`config.mk`:
```
export PLATFORM = sky130hd
export DESIGN_NAME = rtc_irq_ctrl
export DESIGN_NICKNAME = d
export VERILOG_FILES = /design/src/rtl/rtc_irq_pkg.sv /design/src/rtl/rtc_irq_flags.sv /design/src/rtl/rtc_irq_pulse.sv /design/src/rtl/rtc_irq_merge.sv /design/src/rtl/rtc_irq_ctrl.sv
export SDC_FILE = /design/constraint.sdc
export NUM_CORES = 1
export LEC_CHECK = 0
export ABC_AREA = 1
export BUFFER_PORTS_ARGS = -buffer_cell sky130_fd_sc_hd__buf_2
export CORE_AREA = 2 2 51 62
export CTS_BUF_LIST = sky130_fd_sc_hd__clkbuf_16
export CTS_CLUSTER_DIAMETER = 120
export DETAILED_ROUTE_END_ITERATION = 16
export DIE_AREA = 0 0 53 64
export GPL_ROUTABILITY_DRIVEN = 0
export HOLD_SLACK_MARGIN = 0.08
export PLACE_DENSITY = 0.51
export SETUP_SLACK_MARGIN = 0.2
export SYNTH_ARGS = -nofsm -noshare
export SYNTH_HDL_FRONTEND = slang
export SYNTH_SLANG_ARGS = --single-unit
```
`constraint.sdc`:
```
create_clock -name clk -period 1.9 [get_ports clk]
set_clock_uncertainty 0.05 [all_clocks]
set_input_delay 0.38 -clock clk [delete_from_list [all_inputs] [get_ports clk]]
set_output_delay 0.38 -clock clk [all_outputs]
set_load 0.01 [all_outputs]
```
`src/rtl/rtc_irq_pkg.sv`:
```
package rtc_irq_pkg;
    localparam int NFLAG = 7;
    // flag bit positions as seen by software
    localparam int F_MS = 0;
    localparam int F_CD = 1;
    localparam int F_AL = 2;
    localparam int F_WD = 3;
    localparam int F_TS = 4;
    localparam int F_BS = 5;
    localparam int F_BL = 6;
    // bits that a write of 0 may clear
    localparam logic [NFLAG-1:0] CLR_MASK = 7'b0110111;
    // sources able to signal as a pulse
    localparam int NPULSE = 2;

    typedef struct packed {
        logic [NFLAG-1:0] flag;
    } flag_st_t;

    typedef struct packed {
        logic irq;
        logic oe;
    } out_st_t;
endpackage

```
`src/rtl/rtc_irq_flags.sv`:
```
module rtc_irq_flags
    import rtc_irq_pkg::*;
(
    input  logic             clk,
    input  logic             rst_n,
    input  logic             tick_sec,
    input  logic             tick_min,
    input  logic             en_sec,
    input  logic             en_min,
    input  logic             cd_expire,
    input  logic             alarm_evt,
    input  logic             wdog_evt,
    input  logic             tstamp_evt,
    input  logic             bswitch_evt,
    input  logic             batlow_det,
    input  logic             wdog_reload,
    input  logic             flag_wr,
    input  logic [NFLAG-1:0] flag_wdata,
    output logic [NFLAG-1:0] flag_q,
    output logic             set_ms,
    output logic             set_cd
);
    flag_st_t st_d, st_q;
    logic [NFLAG-1:0] set_vec;
    logic [NFLAG-1:0] wclr;

    always_comb begin
        set_vec       = '0;
        // the seconds enable takes priority over the minutes enable
        set_vec[F_MS] = en_sec ? tick_sec : (en_min & tick_min);
        set_vec[F_CD] = cd_expire;
        set_vec[F_AL] = alarm_evt;
        set_vec[F_WD] = wdog_evt;
        set_vec[F_TS] = tstamp_evt;
        set_vec[F_BS] = bswitch_evt;
        wclr          = {NFLAG{flag_wr}} & ~flag_wdata & CLR_MASK;
        st_d          = st_q;
        for (int i = 0; i < NFLAG; i++) begin
            if (i == F_BL) begin
                st_d.flag[i] = batlow_det;
            end else if (i == F_WD) begin
                st_d.flag[i] = (st_q.flag[i] & ~wdog_reload) | set_vec[i];
            end else begin
                st_d.flag[i] = (st_q.flag[i] & ~wclr[i]) | set_vec[i];
            end
        end
    end

    always_ff @(posedge clk or negedge rst_n) begin
        if (!rst_n) st_q <= '0;
        else        st_q <= st_d;
    end

    assign flag_q = st_q.flag;
    assign set_ms = set_vec[F_MS];
    assign set_cd = set_vec[F_CD];

    p_sec_sets_r2: assert property (@(posedge clk) disable iff (!rst_n)
        en_sec && tick_sec |=> flag_q[F_MS]);
    p_ms_off_r2: assert property (@(posedge clk) disable iff (!rst_n)
        !en_sec && !en_min && !flag_q[F_MS] |=> !flag_q[F_MS]);
    p_clear_r3: assert property (@(posedge clk) disable iff (!rst_n)
        flag_wr && !flag_wdata[F_AL] && !alarm_evt |=> !flag_q[F_AL]);
    p_wdog_hold_r4: assert property (@(posedge clk) disable iff (!rst_n)
        flag_q[F_WD] && !wdog_reload |=> flag_q[F_WD]);
    p_batlow_follow_r5: assert property (@(posedge clk) disable iff (!rst_n)
        1'b1 |=> (flag_q[F_BL] == $past(batlow_det)));
endmodule

```
`src/rtl/rtc_irq_pulse.sv`:
```
module rtc_irq_pulse #(
    parameter int PULSE_LEN = 4
) (
    input  logic clk,
    input  logic rst_n,
    input  logic trig,
    output logic active
);
    localparam int CW = $clog2(PULSE_LEN + 1);

    typedef struct packed {
        logic [CW-1:0] cnt;
    } pst_t;

    pst_t st_d, st_q;

    always_comb begin
        st_d = st_q;
        if (trig) begin
            st_d.cnt = CW'(PULSE_LEN);
        end else if (st_q.cnt != '0) begin
            st_d.cnt = st_q.cnt - CW'(1);
        end
    end

    always_ff @(posedge clk or negedge rst_n) begin
        if (!rst_n) st_q <= '0;
        else        st_q <= st_d;
    end

    assign active = (st_q.cnt != '0);

    p_cnt_bound_r7: assert property (@(posedge clk) disable iff (!rst_n)
        st_q.cnt <= CW'(PULSE_LEN));
    p_retrig_r7: assert property (@(posedge clk) disable iff (!rst_n)
        trig |=> (st_q.cnt == CW'(PULSE_LEN)));
endmodule

```
`src/rtl/rtc_irq_merge.sv`:
```
module rtc_irq_merge
    import rtc_irq_pkg::*;
(
    input  logic              clk,
    input  logic              rst_n,
    input  logic [NFLAG-1:0]  flag_q,
    input  logic [NFLAG-1:0]  en,
    input  logic [NPULSE-1:0] pulse_act,
    input  logic              pulse_mode,
    output logic              irq_n,
    output logic              irq_oe
);
    out_st_t st_d, st_q;
    logic [NFLAG-1:0] contrib;

    always_comb begin
        contrib = flag_q;
        if (pulse_mode) begin
            contrib[F_MS] = pulse_act[0];
            contrib[F_CD] = pulse_act[1];
        end
        st_d.irq = |(contrib & en);
        st_d.oe  = |en;
    end

    always_ff @(posedge clk or negedge rst_n) begin
        if (!rst_n) st_q <= '0;
        else        st_q <= st_d;
    end

    assign irq_n  = ~st_q.irq;
    assign irq_oe = st_q.oe;

    p_drive_needs_oe_r9: assert property (@(posedge clk) disable iff (!rst_n)
        st_q.irq |-> st_q.oe);
endmodule

```
`src/rtl/rtc_irq_ctrl.sv`:
```
module rtc_irq_ctrl
    import rtc_irq_pkg::*;
#(
    parameter int PULSE_LEN = 4
) (
    input  logic             clk,
    input  logic             rst_n,
    input  logic             tick_sec,
    input  logic             tick_min,
    input  logic             cd_expire,
    input  logic             alarm_evt,
    input  logic             wdog_evt,
    input  logic             tstamp_evt,
    input  logic             bswitch_evt,
    input  logic             batlow_det,
    input  logic             wdog_reload,
    input  logic             en_min,
    input  logic             en_sec,
    input  logic             en_cd,
    input  logic             en_alarm,
    input  logic             en_wdog,
    input  logic             en_tstamp,
    input  logic             en_bswitch,
    input  logic             en_batlow,
    input  logic             pulse_mode,
    input  logic             flag_wr,
    input  logic [NFLAG-1:0] flag_wdata,
    output logic [NFLAG-1:0] flags,
    output logic             irq_n,
    output logic             irq_oe
);
    logic              set_ms, set_cd;
    logic [NPULSE-1:0] ptrig, pact;
    logic [NFLAG-1:0]  en_vec;

    rtc_irq_flags u_flags (
        .clk         (clk),
        .rst_n       (rst_n),
        .tick_sec    (tick_sec),
        .tick_min    (tick_min),
        .en_sec      (en_sec),
        .en_min      (en_min),
        .cd_expire   (cd_expire),
        .alarm_evt   (alarm_evt),
        .wdog_evt    (wdog_evt),
        .tstamp_evt  (tstamp_evt),
        .bswitch_evt (bswitch_evt),
        .batlow_det  (batlow_det),
        .wdog_reload (wdog_reload),
        .flag_wr     (flag_wr),
        .flag_wdata  (flag_wdata),
        .flag_q      (flags),
        .set_ms      (set_ms),
        .set_cd      (set_cd)
    );

    assign ptrig = {set_cd, set_ms};

    for (genvar g = 0; g < NPULSE; g++) begin : g_pulse
        rtc_irq_pulse #(.PULSE_LEN(PULSE_LEN)) u_pulse (
            .clk    (clk),
            .rst_n  (rst_n),
            .trig   (ptrig[g]),
            .active (pact[g])
        );
    end

    always_comb begin
        en_vec       = '0;
        en_vec[F_MS] = en_min | en_sec;
        en_vec[F_CD] = en_cd;
        en_vec[F_AL] = en_alarm;
        en_vec[F_WD] = en_wdog;
        en_vec[F_TS] = en_tstamp;
        en_vec[F_BS] = en_bswitch;
        en_vec[F_BL] = en_batlow;
    end

    rtc_irq_merge u_merge (
        .clk        (clk),
        .rst_n      (rst_n),
        .flag_q     (flags),
        .en         (en_vec),
        .pulse_act  (pact),
        .pulse_mode (pulse_mode),
        .irq_n      (irq_n),
        .irq_oe     (irq_oe)
    );
endmodule

```
==> Yosys cells after proc, flatten, opt, wreduce, memory -nomap -nowiden <==
Index checks and enable logic that the tools add are counted.
{ "classes": {"n_addsub": 2, "multipliers": 0, "n_div": 0, "order_cmp": 0, "eq_ne": 0, "n_shift": 0, "n_mux": 6, "bitwise_logic": 24, "n_reduce_logical": 6} }
{ "ops": {"columns": ["op", "n"], "rows": [
  ["$reduce_or 7->1", 2],
  ["$mux 3", 4],
  ["$and 1x1->1", 7],
  ["$and 7x7->7", 1],
  ["$not 1->1", 7],
  ["$or 1x1->1", 7],
  ["$and 6x6->6", 1],
  ["$not 6->6", 1],
  ["$reduce_bool 3->1", 2],
  ["$sub 3x1->3 const B", 2],
  ["$reduce_bool 2->1", 2],
  ["$mux 2", 1],
  ["$mux 1", 1]
]} }
{ "totals": {"regBits": 15, "latch_bits": 0, "ramBits": 0, "mem_bits_ro": 0, "out_inout_bits": 9, "memories": 0} }

==> Depth between registers and ports, before layout <==
{ "logic_depth": {"word_depth": 5, "ltp_mapped": 7} }

==> By module <==
A second synthesis with hierarchy kept.
{ "hier_totals": {"hier_cells": 102, "hier_area_um2": 785.8} }
{ "by_module_without_submodules": {"columns": ["mod", "instances", "cells_per_inst", "area_each_um2", "seq_area_each_um2"], "rows": [
  ["rtc_irq_pulse", 2, 22, 173.9, 75.1],
  ["rtc_irq_flags", 1, 31, 284.0, 175.2],
  ["rtc_irq_merge", 1, 24, 142.6, 50.0],
  ["rtc_irq_ctrl", 1, 3, 11.3, 0.0]
]} }

==> Worst setup path after synthesis <==
OpenSTA, ideal clock, no wires.
{ "synth_timing": {"path_kind": "reg2reg", "from": "register g_pulse[0].u_pulse.st_q[0] (netlist name)", "to": "register g_pulse[0].u_pulse.st_q[1] (netlist name)", "arrival_time_ns": 0.880, "required_ns": 1.737, "path_slack_ns": 0.857, "path_stages_with_launch": 8, "cell_sequence": "dfrtp_1 > inv_1 > ha_1 > nand2_4 > nand2_1 > o21ai_1 > nand2_1 > inv_1"} }
{ "synth_between": {"elab_chain_len": 3, "elab_cells_between_ends": 5} }
{ "synth_lines": {"columns": ["element", "line", "rtl"], "rows": [
  ["start: declaration", "rtc_irq_pulse.sv:15", "pst_t st_d, st_q;"],
  ["start signal: assignment", "rtc_irq_pulse.sv:28", "else st_q <= st_d;"],
  ["$sub 3x1->3", "rtc_irq_pulse.sv:22", "st_d.cnt = st_q.cnt - CW'(1);"],
  ["$mux 3", "rtc_irq_pulse.sv:21", "end else if (st_q.cnt != '0) begin"],
  ["$mux 3", "rtc_irq_pulse.sv:19", "if (trig) begin"]
]} }
Parallel ways exist; a longest one is shown, timed or not. The select of a mux whose other input is x is not followed.
A chain may end at the register's enable or synchronous reset.

==> Final worst setup path <==
{ "layout_timing": {"from": "register u_flags.st_q (netlist bit u_flags.flag_q[5])", "to": "output port flags[5]"} }
{ "layout_rtl": {"columns": ["element", "line", "rtl"], "rows": [
  ["start: declaration", "rtc_irq_flags.sv:23", "flag_st_t st_d, st_q;"],
  ["start signal: assignment", "rtc_irq_flags.sv:51", "else st_q <= st_d;"],
  ["end: declaration", "rtc_irq_ctrl.sv:28", "output logic [NFLAG-1:0] flags,"]
]} }
No word-level cell between the ends.

==> run_results.csv <==
group,metric,value,unit
outcome,status,"finished clean",
final_layout,mostFrequentLayoutCell,"buf_2",
synthesis,synth_cell_type_count,17,
setup_path,slowest_delay,0.39,ns
final_layout,post_route_cells_drive_above_1_share,32.6,%
power,power.leakage,0.599,nW
routing,route.detailed.vias_per_inst,4.07,
placement,post-dp-hpwl,1300,um
sta,layout_setup_ws,0.687,ns
setup_path,cpLargestDelayFamily,"flip-flops",
sta,finalMaxSlewViolations,0,
final_layout,n_antenna_cell,0,
global_route,grt_max_degree,16,
synthesis,synth_edf_count,0,
setup_path,crit_path_cell_trace,"buf_2",
placement,place_worst_setup_slack,0.762,ns
synthesis,synthesis.area,754,sq um
global_route,via_count_of_the_first_global_routing_pass,593,
floorplanning,die_h,64,um
clock_tree,clock_tree.buffer_depth,2,
setup_path,criticalPathCategory,"flop to primary output",
sta,setup-violations-final,0,
final_layout,postLayoutCellArea,0.00106,sq mm
synthesis,synthArstFlopShare,100,%
floorplanning,area_of_the_core,0.00276,sq mm
placement,port_buffers,34,
routing,detail_route.drc_violations,0,
routing,drtPass1Iterations,3,
sta,fin_worst_hold_slack,0.190,ns
setup_path,reg2regPathDepth,7,
floorplanning,floorplan.io_pins,37,
sta,timing.final.hold_violations,0,
power,power_density,1140,mW/mm^2
floorplanning,full_die_area,0.00339,sq mm
clock_tree,clkSinkCount,15,
sta,final_period_minus_worst_setup_slack,1.21,ns
synthesis,synth.top_cell.area_share,49.8,%
min_path,min_delay_path_depth,1,
routing,wl_per_cell,9.32,um
synthesis,synth.yosys.seq_area_share,49.8,%
min_path,hp-class,"input pin to flop",
final_layout,layout_common_cells,"buf_2, nand2_1, inv_1",
sta,worst-slew-pin-transition,0.338,ns
sta,timing.final.crit_share,63.8,%
setup_path,crit_path_end_kind,"primary output",
sta,max_clock_freq,824,MHz
floorplanning,std_cell_rows,21,
floorplanning,initial_util,27.3,%
final_layout,finalNetCount,165,
placement,placement.cell_area,967,sq um
synthesis,ys_dominant_reg_cell,"dfrtp_1",
setup_path,critPathArrivalTime,0.78,ns
setup_path,worst-path-max-fanout,3,
global_route,antenna_found_initial,0,
clock_tree,cts.htree.levels,1,
routing,routed-via-count,675,
power,vdd_drop_max,715,uV
synthesis,syn_avg_cell_area,8.11,sq um
routing,detail-route-antenna-nets,0,
routing,dr.first_iter.drc_count,12,
setup_path,timing.critical_path.depth,1,
routing,finalWirelength,1550,um
setup_path,cp_data_required_time,1.47,ns
synthesis,syn_inst,93,
global_route,grt_util_all_layers,9.91,%
synthesis,cell_types_with_the_largest_area_share_after_synthesis,"dfrtp_1, nand2_1, inv_1, ha_1, nand3_1",
setup_path,worst_path_slowest_cell,"dfrtp_1",
sta,setup_repair_after_global_routing_missed_its_margin,"false",
synthesis,synth_top_area_cell,"dfrtp_1",
final_layout,flow.area_growth_from_synthesis,40.1,%
setup_path,start_kind,"flop",
synthesis,ys_warn_count,0,
floorplanning,die-width,53,um
flow_run,drv.max_cap_violation_count,0,
global_route,gr-total-overflow,0,
sta,relSlewSlack,77.4,%
sta,timing.setup.tns,0,ns
clock_tree,insertion_delay_to_the_later_sink_of_the_worst_skew_pair,0.25,ns
final_layout,fin_util,38.3,%
synthesis,synth.net_count,125,
clock_tree,cts_inserted_buffers,3,
clock_tree,tritoncts_clock_tree,"built",
synthesis,ys_ff_latch,15,
setup_path,timing.critical_path.buf_inv,1,
clock_tree,cts_root_buf,"clkbuf_16",
clock_tree,post_cts.repair.setup_buffers,0,
global_route,grt_pass1_wl,2430,um
clock_tree,clk_transition_reported_paths,0.05,ns
## layout make-up
type,instances,area [sq um]
clock buffer,3,75.1
inverter,22,82.6
fill,302,1700
sequential,15,375
multi-input combinational,56,297
timing repair buffer,35,180
tap,34,42.5
clock inverter,1,5.00
## metal layers
layer / part of all wire, % / vias up / GRT usage (%)
met4: 2.3 / 0 / 5.77
met5: 0 / - / 0
met1: 43 / 292 / 13.2
met3: 5.5 / 5 / 2.10
li1: - / 359 / -
met2: 49 / 19 / 14.5
## flip-flops by register name, indices dropped and copies added (netlist names)
register / count
u_flags.flag_q: 7
g_pulse.u_pulse.st_q: 6
u_merge.irq_oe: 1
u_merge.st_q: 1
## cell families (layout without fill, tap and decap cells)
| logic type | after synthesis | in the layout | share of synthesized area, % |
|---|---|---|---|
| and+or+nand+nor | 38 | 38 | 22.1 |
| DFF | 15 | 15 | 49.8 |
| AOI/OAI and AO/OA | 12 | 12 | 8.29 |
| adders and majority gates | 4 | 4 | 6.63 |
| buffers and inverters | 22 | 61 | 10.9 |
| xor gates and xnor gates | 2 | 2 | 2.32 |
## stage by stage
| stage | total power [mW] | instances |
|---|---|---|
| after floorplan | 0.704 | 93 |
| after global placement | 0.786 | 161 |
| after detailed placement | 0.807 | 161 |
| after CTS | 1.23 | 166 |
| after global routing | 1.31 | 166 |
| final | 1.20 | 166 |
## worst paths after layout
check	startpoint	endpoint	slack, ns
hold / removal	batlow_det	u_flags.flag_q[6]$_DFF_PN0_	0.19
setup reg to reg	g_pulse[0].u_pulse.st_q[0]$_DFFE_PN0P_	g_pulse[0].u_pulse.st_q[1]$_DFFE_PN0P_	0.76
setup / recovery	u_flags.flag_q[5]$_DFF_PN0_	flags[5]	0.69
max in group asynchronous	rst_n	g_pulse[1].u_pulse.st_q[0]$_DFFE_PN0P_	1.03
hold reg to reg	g_pulse[1].u_pulse.st_q[0]$_DFFE_PN0P_	g_pulse[1].u_pulse.st_q[0]$_DFFE_PN0P_	0.42
min in group asynchronous	rst_n	u_flags.flag_q[5]$_DFF_PN0_	0.51
## cell usage after synthesis (2+ instances only)
cell and instances:
inv_1 20, inv_2 2, dfrtp_1 15, nand3_1 8, nor2_1 4, ha_1 4
o21ai_1 4, nand2_1 22, o21ai_0 6
## power by group
part / internal, mW / total, mW / switching [mW]
logic: 0.160 / 0.367 / 0.207
clock network: 0.281 / 0.407 / 0.126
registers: 0.389 / 0.430 / 0.0409
## worst register-to-register path: stages (launching register included)
cell	delay, ns
dfrtp_1	0.36
inv_1	0.11
ha_1	0.24
nand2_4	0.08
nand2_1	0.05
o21ai_1	0.06
nand2_1	0.05
inv_1	0.03
## timing repair
item,4_1_cts,5_1_grt
hold buffers,1,0
gates resized for setup,0,0
hold endpoints to repair,15,0
Note: power is estimated with default switching activity, not from simulation.
